[config.mk]
export PLATFORM = sky130hd
export DESIGN_NAME = tsi_top
export DESIGN_NICKNAME = d
export VERILOG_FILES = /design/src/rtl/tsi_pkg.sv /design/src/rtl/tsi_ctrl.sv /design/src/rtl/tsi_datapath.sv /design/src/rtl/tsi_top.sv
export SDC_FILE = /design/constraint.sdc
export NUM_CORES = 2
export LEC_CHECK = 0
export BUFFER_PORTS_ARGS = -buffer_cell sky130_fd_sc_hd__buf_2
export CORE_MARGIN = 5
export CORE_UTILIZATION = 42
export DETAILED_ROUTE_END_ITERATION = 6
export PLACE_DENSITY = 0.62
export SLEW_MARGIN = 20
export SYNTH_ARGS = -nofsm -noshare
export SYNTH_HDL_FRONTEND = slang
export SYNTH_SLANG_ARGS = --single-unit
[constraint.sdc]
create_clock -name clk -period 5.15 [get_ports clk]
set_clock_uncertainty 0.15 [all_clocks]
set_input_delay 0.515 -clock clk [delete_from_list [all_inputs] [get_ports clk]]
set_output_delay 0.515 -clock clk [all_outputs]
set_load 0.005 [all_outputs]
[src/rtl/tsi_pkg.sv]
package tsi_pkg;
  parameter int CH_NUM = 32;
  parameter int DATA_W = 8;
  localparam int SLOT_W = $clog2(CH_NUM);
  localparam int NBANK  = 3;
  localparam int BANK_W = 2;
  localparam int MIN_GAP = 3;

  typedef struct packed {
    logic              stb;
    logic [SLOT_W-1:0] slot;
    logic [BANK_W-1:0] wrBank;
    logic [BANK_W-1:0] prevBank;
    logic [BANK_W-1:0] oldBank;
    logic              constMode;
  } tsiCtl_t;
endpackage

[src/rtl/tsi_ctrl.sv]
module tsi_ctrl
  import tsi_pkg::*;
(
  input  logic    clk,
  input  logic    rstN,
  input  logic    slotStb,
  input  logic    frameStb,
  input  logic    modeConst,
  output tsiCtl_t ctl
);
  logic [SLOT_W-1:0] slotCnt, nextSlot;
  logic [BANK_W-1:0] wBank, nextBank;
  logic              modeReg, nextMode, pulse;

  function automatic logic [BANK_W-1:0] bankInc(input logic [BANK_W-1:0] b);
    return (b == BANK_W'(NBANK-1)) ? '0 : b + 1'b1;
  endfunction

  function automatic logic [BANK_W-1:0] bankDec(input logic [BANK_W-1:0] b);
    return (b == '0) ? BANK_W'(NBANK-1) : b - 1'b1;
  endfunction

  always_comb begin
    pulse    = slotStb && frameStb;
    nextSlot = pulse ? '0 : slotCnt + 1'b1;
    nextBank = pulse ? bankInc(wBank) : wBank;
    nextMode = pulse ? modeConst : modeReg;
  end

  always_ff @(posedge clk) begin
    if (!rstN) begin
      slotCnt <= SLOT_W'(CH_NUM-1);
      wBank   <= '0;
      modeReg <= 1'b0;
    end else if (slotStb) begin
      slotCnt <= nextSlot;
      wBank   <= nextBank;
      modeReg <= nextMode;
    end
  end

  always_comb begin
    ctl.stb       = slotStb;
    ctl.slot      = nextSlot;
    ctl.wrBank    = nextBank;
    ctl.prevBank  = bankDec(nextBank);
    ctl.oldBank   = bankInc(nextBank);
    ctl.constMode = nextMode;
  end


  frame_zero_chk: assert property (@(posedge clk) disable iff (!rstN)
    (slotStb && frameStb) |=> (slotCnt == '0));

  mode_hold_chk: assert property (@(posedge clk) disable iff (!rstN)
    !(slotStb && frameStb) |=> $stable(modeReg));

  bank_hold_chk: assert property (@(posedge clk) disable iff (!rstN)
    !(slotStb && frameStb) |=> $stable(wBank));
endmodule

[src/rtl/tsi_datapath.sv]
module tsi_datapath
  import tsi_pkg::*;
(
  input  logic              clk,
  input  logic              rstN,
  input  tsiCtl_t           ctl,
  input  logic [DATA_W-1:0] dataIn,
  input  logic              cmWrEn,
  input  logic [SLOT_W-1:0] cmWrAddr,
  input  logic [SLOT_W-1:0] cmWrSrc,
  input  logic              cmWrOe,
  output logic [DATA_W-1:0] dataOut
);
  logic [SLOT_W-1:0] cmSrc [CH_NUM];
  logic              cmOe  [CH_NUM];
  logic [NBANK-1:0][DATA_W-1:0] bankRd;
  logic [SLOT_W-1:0] src;
  logic              useCur, selOe;
  logic [BANK_W-1:0] rdBank;
  logic [DATA_W-1:0] rdByte;

  always_ff @(posedge clk) begin
    if (!rstN) begin
      for (int i = 0; i < CH_NUM; i++) begin
        cmSrc[i] <= '0;
        cmOe[i]  <= 1'b0;
      end
    end else if (cmWrEn) begin
      cmSrc[cmWrAddr] <= cmWrSrc;
      cmOe[cmWrAddr]  <= cmWrOe;
    end
  end

  always_comb begin
    src    = cmSrc[ctl.slot];
    selOe  = cmOe[ctl.slot];
    useCur = ({1'b0, src} + (SLOT_W+1)'(MIN_GAP)) <= {1'b0, ctl.slot};
    if (ctl.constMode)  rdBank = ctl.oldBank;
    else if (useCur)    rdBank = ctl.wrBank;
    else                rdBank = ctl.prevBank;
  end

  for (genvar b = 0; b < NBANK; b++) begin : g_bank
    logic [DATA_W-1:0] bankMem [CH_NUM];
    always_ff @(posedge clk) begin
      if (!rstN) begin
        for (int i = 0; i < CH_NUM; i++) bankMem[i] <= '0;
      end else if (ctl.stb && ctl.wrBank == BANK_W'(b)) begin
        bankMem[ctl.slot] <= dataIn;
      end
    end
    assign bankRd[b] = bankMem[src];
  end

  always_comb begin
    rdByte = '1;
    for (int b = 0; b < NBANK; b++)
      if (rdBank == BANK_W'(b)) rdByte = bankRd[b];
  end

  always_ff @(posedge clk) begin
    if (!rstN)        dataOut <= '1;
    else if (ctl.stb) dataOut <= selOe ? rdByte : '1;
  end


  out_hold_chk: assert property (@(posedge clk) disable iff (!rstN)
    !ctl.stb |=> $stable(dataOut));

  out_off_chk: assert property (@(posedge clk) disable iff (!rstN)
    (ctl.stb && !selOe) |=> (dataOut == '1));

  bank_apart_chk: assert property (@(posedge clk) disable iff (!rstN)
    (ctl.stb && ctl.constMode) |-> (rdBank != ctl.wrBank));

  near_prev_chk: assert property (@(posedge clk) disable iff (!rstN)
    (ctl.stb && !ctl.constMode && src <= ctl.slot &&
     ({1'b0, ctl.slot} - {1'b0, src}) < (SLOT_W+1)'(MIN_GAP)) |-> (rdBank == ctl.prevBank));
endmodule

[src/rtl/tsi_top.sv]
module tsi_top
  import tsi_pkg::*;
(
  input  logic              clk,
  input  logic              rstN,
  input  logic              slotStb,
  input  logic              frameStb,
  input  logic              modeConst,
  input  logic [DATA_W-1:0] dataIn,
  input  logic              cmWrEn,
  input  logic [SLOT_W-1:0] cmWrAddr,
  input  logic [SLOT_W-1:0] cmWrSrc,
  input  logic              cmWrOe,
  output logic [DATA_W-1:0] dataOut
);
  tsiCtl_t ctl;

  tsi_ctrl u_ctrl (
    .clk(clk), .rstN(rstN), .slotStb(slotStb), .frameStb(frameStb),
    .modeConst(modeConst), .ctl(ctl)
  );

  tsi_datapath u_dp (
    .clk(clk), .rstN(rstN), .ctl(ctl), .dataIn(dataIn),
    .cmWrEn(cmWrEn), .cmWrAddr(cmWrAddr), .cmWrSrc(cmWrSrc), .cmWrOe(cmWrOe),
    .dataOut(dataOut)
  );
endmodule

==> run metrics <==
outcome complete, no violations; H-tree lvl count 3; Critical Path AT 5.44 ns; total core area 0.112 sq mm; WL/cell 23.7 um; Clock Path Buffers 3; Post-DRT Antenna Nets 0; initial drt markers 2855; Clk pwr share 0.313; nets 3907; initial antenna violation count 3; R2R depth 27; top_reg_cell synth edfxtp_1; GRT Total Usage 0.210; cell row count 123; Post-synth EDFFs 928; hold path endpoint u_ctrl.slotCnt[3]$_SDFFE_PN1P_; n_diodes 0; mean post-synth cell area 12.6 sq um; dpl cell area 0.0503 sq mm; mapped cell area 0.0473 sq mm; clk root buf clkbuf_16; reg-to-reg setup timing slack 0.16 ns; gpl congestion 0.926; Synth Warn # 0; CTS buffer count 103; final setup violation count 0; Slew HR 0.336; number of synthesized register bits 976; Mapped Cells 3747; Switching Share 0.317; Cell Pwr Density 423 mW/mm^2; # hold bufs at CTS 0; IO buf count 32; Tightest Hold Check Type input pin to flop; drt first pass iters 5; synth unique cells 78; WL final 129000 um; Clock Sinks 976; Pleak 20.1 nW; Final Cycle Share 0.970; critical path endpoint category flop; Clock transition at path regs 0.06 ns; minimum clock period 4.99 ns; worst slew pin tran 0.993 ns; Place WS -0.190 ns; Flop pwr share 0.402; post-route cell area 0.0539 sq mm; setup ws final 0.156 ns; Reg-to-Reg Start u_ctrl.slotCnt[0]$_SDFFE_PN1P_; Hold Crit Start slotStb; post-synthesis sequential area ratio 0.609; critical path fanouts, max 9; largest net degree at the start of global routing 115; Hold Crit Depth 4; share of layout cells above drive strength 1 0.141; kind of critical path flop to flop; Die H 346 um; via count of the routed design 30317; TritonCTS clock tree done; max-slew violations 0; type of origin of the critical path flop; residual DRC count 0; Layout area overhead 13.8%; vias in the first global route 29996; share of synthesized registers carrying an async set or reset 0; Clock Latency Late Sink 0.69 ns; Avg Vias per Cell 5.56; Crit path required time 5.59 ns; starting density of the core 0.422; Post-Syn Nets 3785; Fmax achieved 200 MHz; Max-cap violations 0; net load switching power 7.22 mW; Power, Total 22.8 mW; part of the power in combinational logic 0.285; Int Pwr 15.6 mW; global-route congestion overflow total 0; R2R Path End u_dp.dataOut[4]$_SDFFE_PN1P_; post-DP HPWL 82400 um; VDD IR-drop max 0.512 mV; IO Pins 33; die area 0.120 sq mm; first-pass GRT wire length 193000 um; final hold vios 0; die width 346 um
==> cells by family after synthesis <==
kind of cell,synth area share
DFF,0.609
adders and majority gates,0.00344
buffers and inverters,0.0302
AOI/OAI and AO/OA,0.0747
xor gates and xnor gates,0.00219
muxes,0.114
and+or+nand+nor,0.167
==> routing by layer <==
metal	vias up	routed length, um	GRT usage
li1	13954	-	-
met1	15139	57200	0.300
met2	1037	60100	0.338
met3	187	8950	0.0329
met4	0	3100	0.0557
met5	-	0	0
==> through the flow <==
step	setup TNS, ns	utilization	cells	hold slack (ns)
finish	0	0.480	5449	0.191
global route	-0.171	0.480	5449	0.240
CTS	0	0.477	5437	0.141
detailed placement	-1.16	0.448	5250	0.301
global placement	-0.639	0.448	5250	0.294
floorplan	0	-	3747	0.281
==> layout by cell type, fill, tap and decap left out, drive strengths merged, types with 7 or more instances in the layout <==
cell type  netlist  routed
nor3b           10      10
ha              13      13
mux2i          494     494
or3              9       9
nand3           30      30
edfxtp         928     928
mux2            26      26
o211ai          30      30
o221ai          88      88
o2bb2ai         11      11
nor3            43      43
and2           935     935
clkbuf         183     145
nand2b          21      21
inv             11      13
o21ai          185     185
a2111oi          7       7
nor2           160     160
clkinv           0      32
nor4             9       9
buf            113     313
dfxtp           48      48
a21oi           69      69
nand2          134     134
o32ai            7       7
o22ai           92      92
==> timing repair <==
item / CTS / global route
setup buffers: 2 / 13
setup endpoints to repair: 8 / 8
endpoints found under the hold margin: 0 / 0
resized for setup: 5 / 61
pin swaps: 0 / 22
==> Yosys cell counts (5+ instances only) <==
cell type / n / share of area
a2111oi_0: 7 / 0.0013
a211oi_1: 5 / 0.00079
a21oi_1: 69 / 0.0073
a221oi_1: 5 / 0.00093
a2bb2oi_1: 6 / 0.0011
a31oi_1: 5 / 0.00066
and2_1: 935 / 0.12
and3_1: 5 / 0.00066
buf_1: 5 / 0.00040
buf_2: 71 / 0.0075
buf_4: 24 / 0.0038
buf_6: 13 / 0.0031
clkbuf_1: 183 / 0.015
dfxtp_1: 48 / 0.020
edfxtp_1: 928 / 0.59
ha_1: 13 / 0.0034
inv_1: 8 / 0.00063
mux2_2: 25 / 0.0059
mux2i_1: 493 / 0.10
mux4_2: 6 / 0.0029
nand2_1: 131 / 0.010
nand2b_1: 21 / 0.0028
nand3_1: 26 / 0.0027
nor2_1: 159 / 0.013
nor3_1: 38 / 0.0040
nor3b_1: 9 / 0.0014
nor4_1: 7 / 0.00093
o2111ai_1: 6 / 0.0011
o211ai_1: 30 / 0.0048
o21a_1: 5 / 0.00079
o21ai_0: 183 / 0.019
o221ai_1: 88 / 0.016
o22ai_1: 92 / 0.012
o2bb2ai_1: 11 / 0.0020
o32ai_1: 7 / 0.0013
or3_1: 9 / 0.0012
xnor2_1: 5 / 0.00093
==> critical path: stages (launching register included) <==
cell and delay [ns]:
dfxtp_4 0.37, ha_4 0.28, buf_6 0.16, nand2b_1 0.19, a21bo_2 0.24, a311oi_2 0.34
nor4_4 0.08, buf_4 0.16, nand3_4 0.06, inv_2 0.04, ha_1 0.29, inv_2 0.07
ha_4 0.19, nor2b_1 0.13, o21a_1 0.16, o21a_1 0.17, o21a_1 0.20, o22ai_2 0.12
buf_6 0.14, and3_4 0.18, buf_4 0.11, or2_4 0.11, mux2i_4 0.07, buf_6 0.15
buf_4 0.13, nor3_4 0.32, o211ai_1 0.15, o211ai_1 0.12
==> state kept, by name (all words and copies together) (netlist names) <==
register             cells
u_ctrl.wBank             2
u_ctrl.slotCnt           5
u_dp.cmOe               32
u_dp.dataOut             8
u_dp.g_bank.bankMem    768
u_dp.cmSrc             160
u_ctrl.modeReg           1
==> power groups by stage <==
stage | Combinational [mW] | Clock, mW | Sequential [mW]
after floorplan | 3.86 | 0 | 9.25
after global placement | 6.23 | 0 | 9.31
after detailed placement | 6.25 | 0 | 9.32
after CTS | 6.31 | 7.24 | 9.15
after global routing | 6.84 | 7.58 | 9.18
final | 6.50 | 7.14 | 9.16
==> final cells by class <==
type	instances	area (sq um)
Timing Repair Buffer	313	2500
Multi-Input combinational cell	2464	17400
Inverter	11	52.6
Fill cell	9846	58300
Clock inverter	40	373
Tap cell	1500	1880
Clock buffer	145	2830
Sequential cell	976	28800
==> worst max-delay path by stage <==
| stage | startpoint | endpoint | slack, ns | cells past startpoint |
|---|---|---|---|---|
| floorplan | slotStb | u_dp.dataOut[3]$_SDFFE_PN1P_ | 0.01 | 24 |
| global placement | slotStb | u_dp.dataOut[1]$_SDFFE_PN1P_ | -0.09 | 23 |
| detailed placement | slotStb | u_dp.dataOut[3]$_SDFFE_PN1P_ | -0.19 | 23 |
| CTS | u_ctrl.slotCnt[0]$_SDFFE_PN1P_ | u_dp.dataOut[3]$_SDFFE_PN1P_ | 0.02 | 26 |
| global route | u_ctrl.slotCnt[0]$_SDFFE_PN1P_ | u_dp.dataOut[0]$_SDFFE_PN1P_ | -0.04 | 24 |
| finish | u_ctrl.slotCnt[0]$_SDFFE_PN1P_ | u_dp.dataOut[4]$_SDFFE_PN1P_ | 0.16 | 27 |
(Power assumes the default switching activity.)
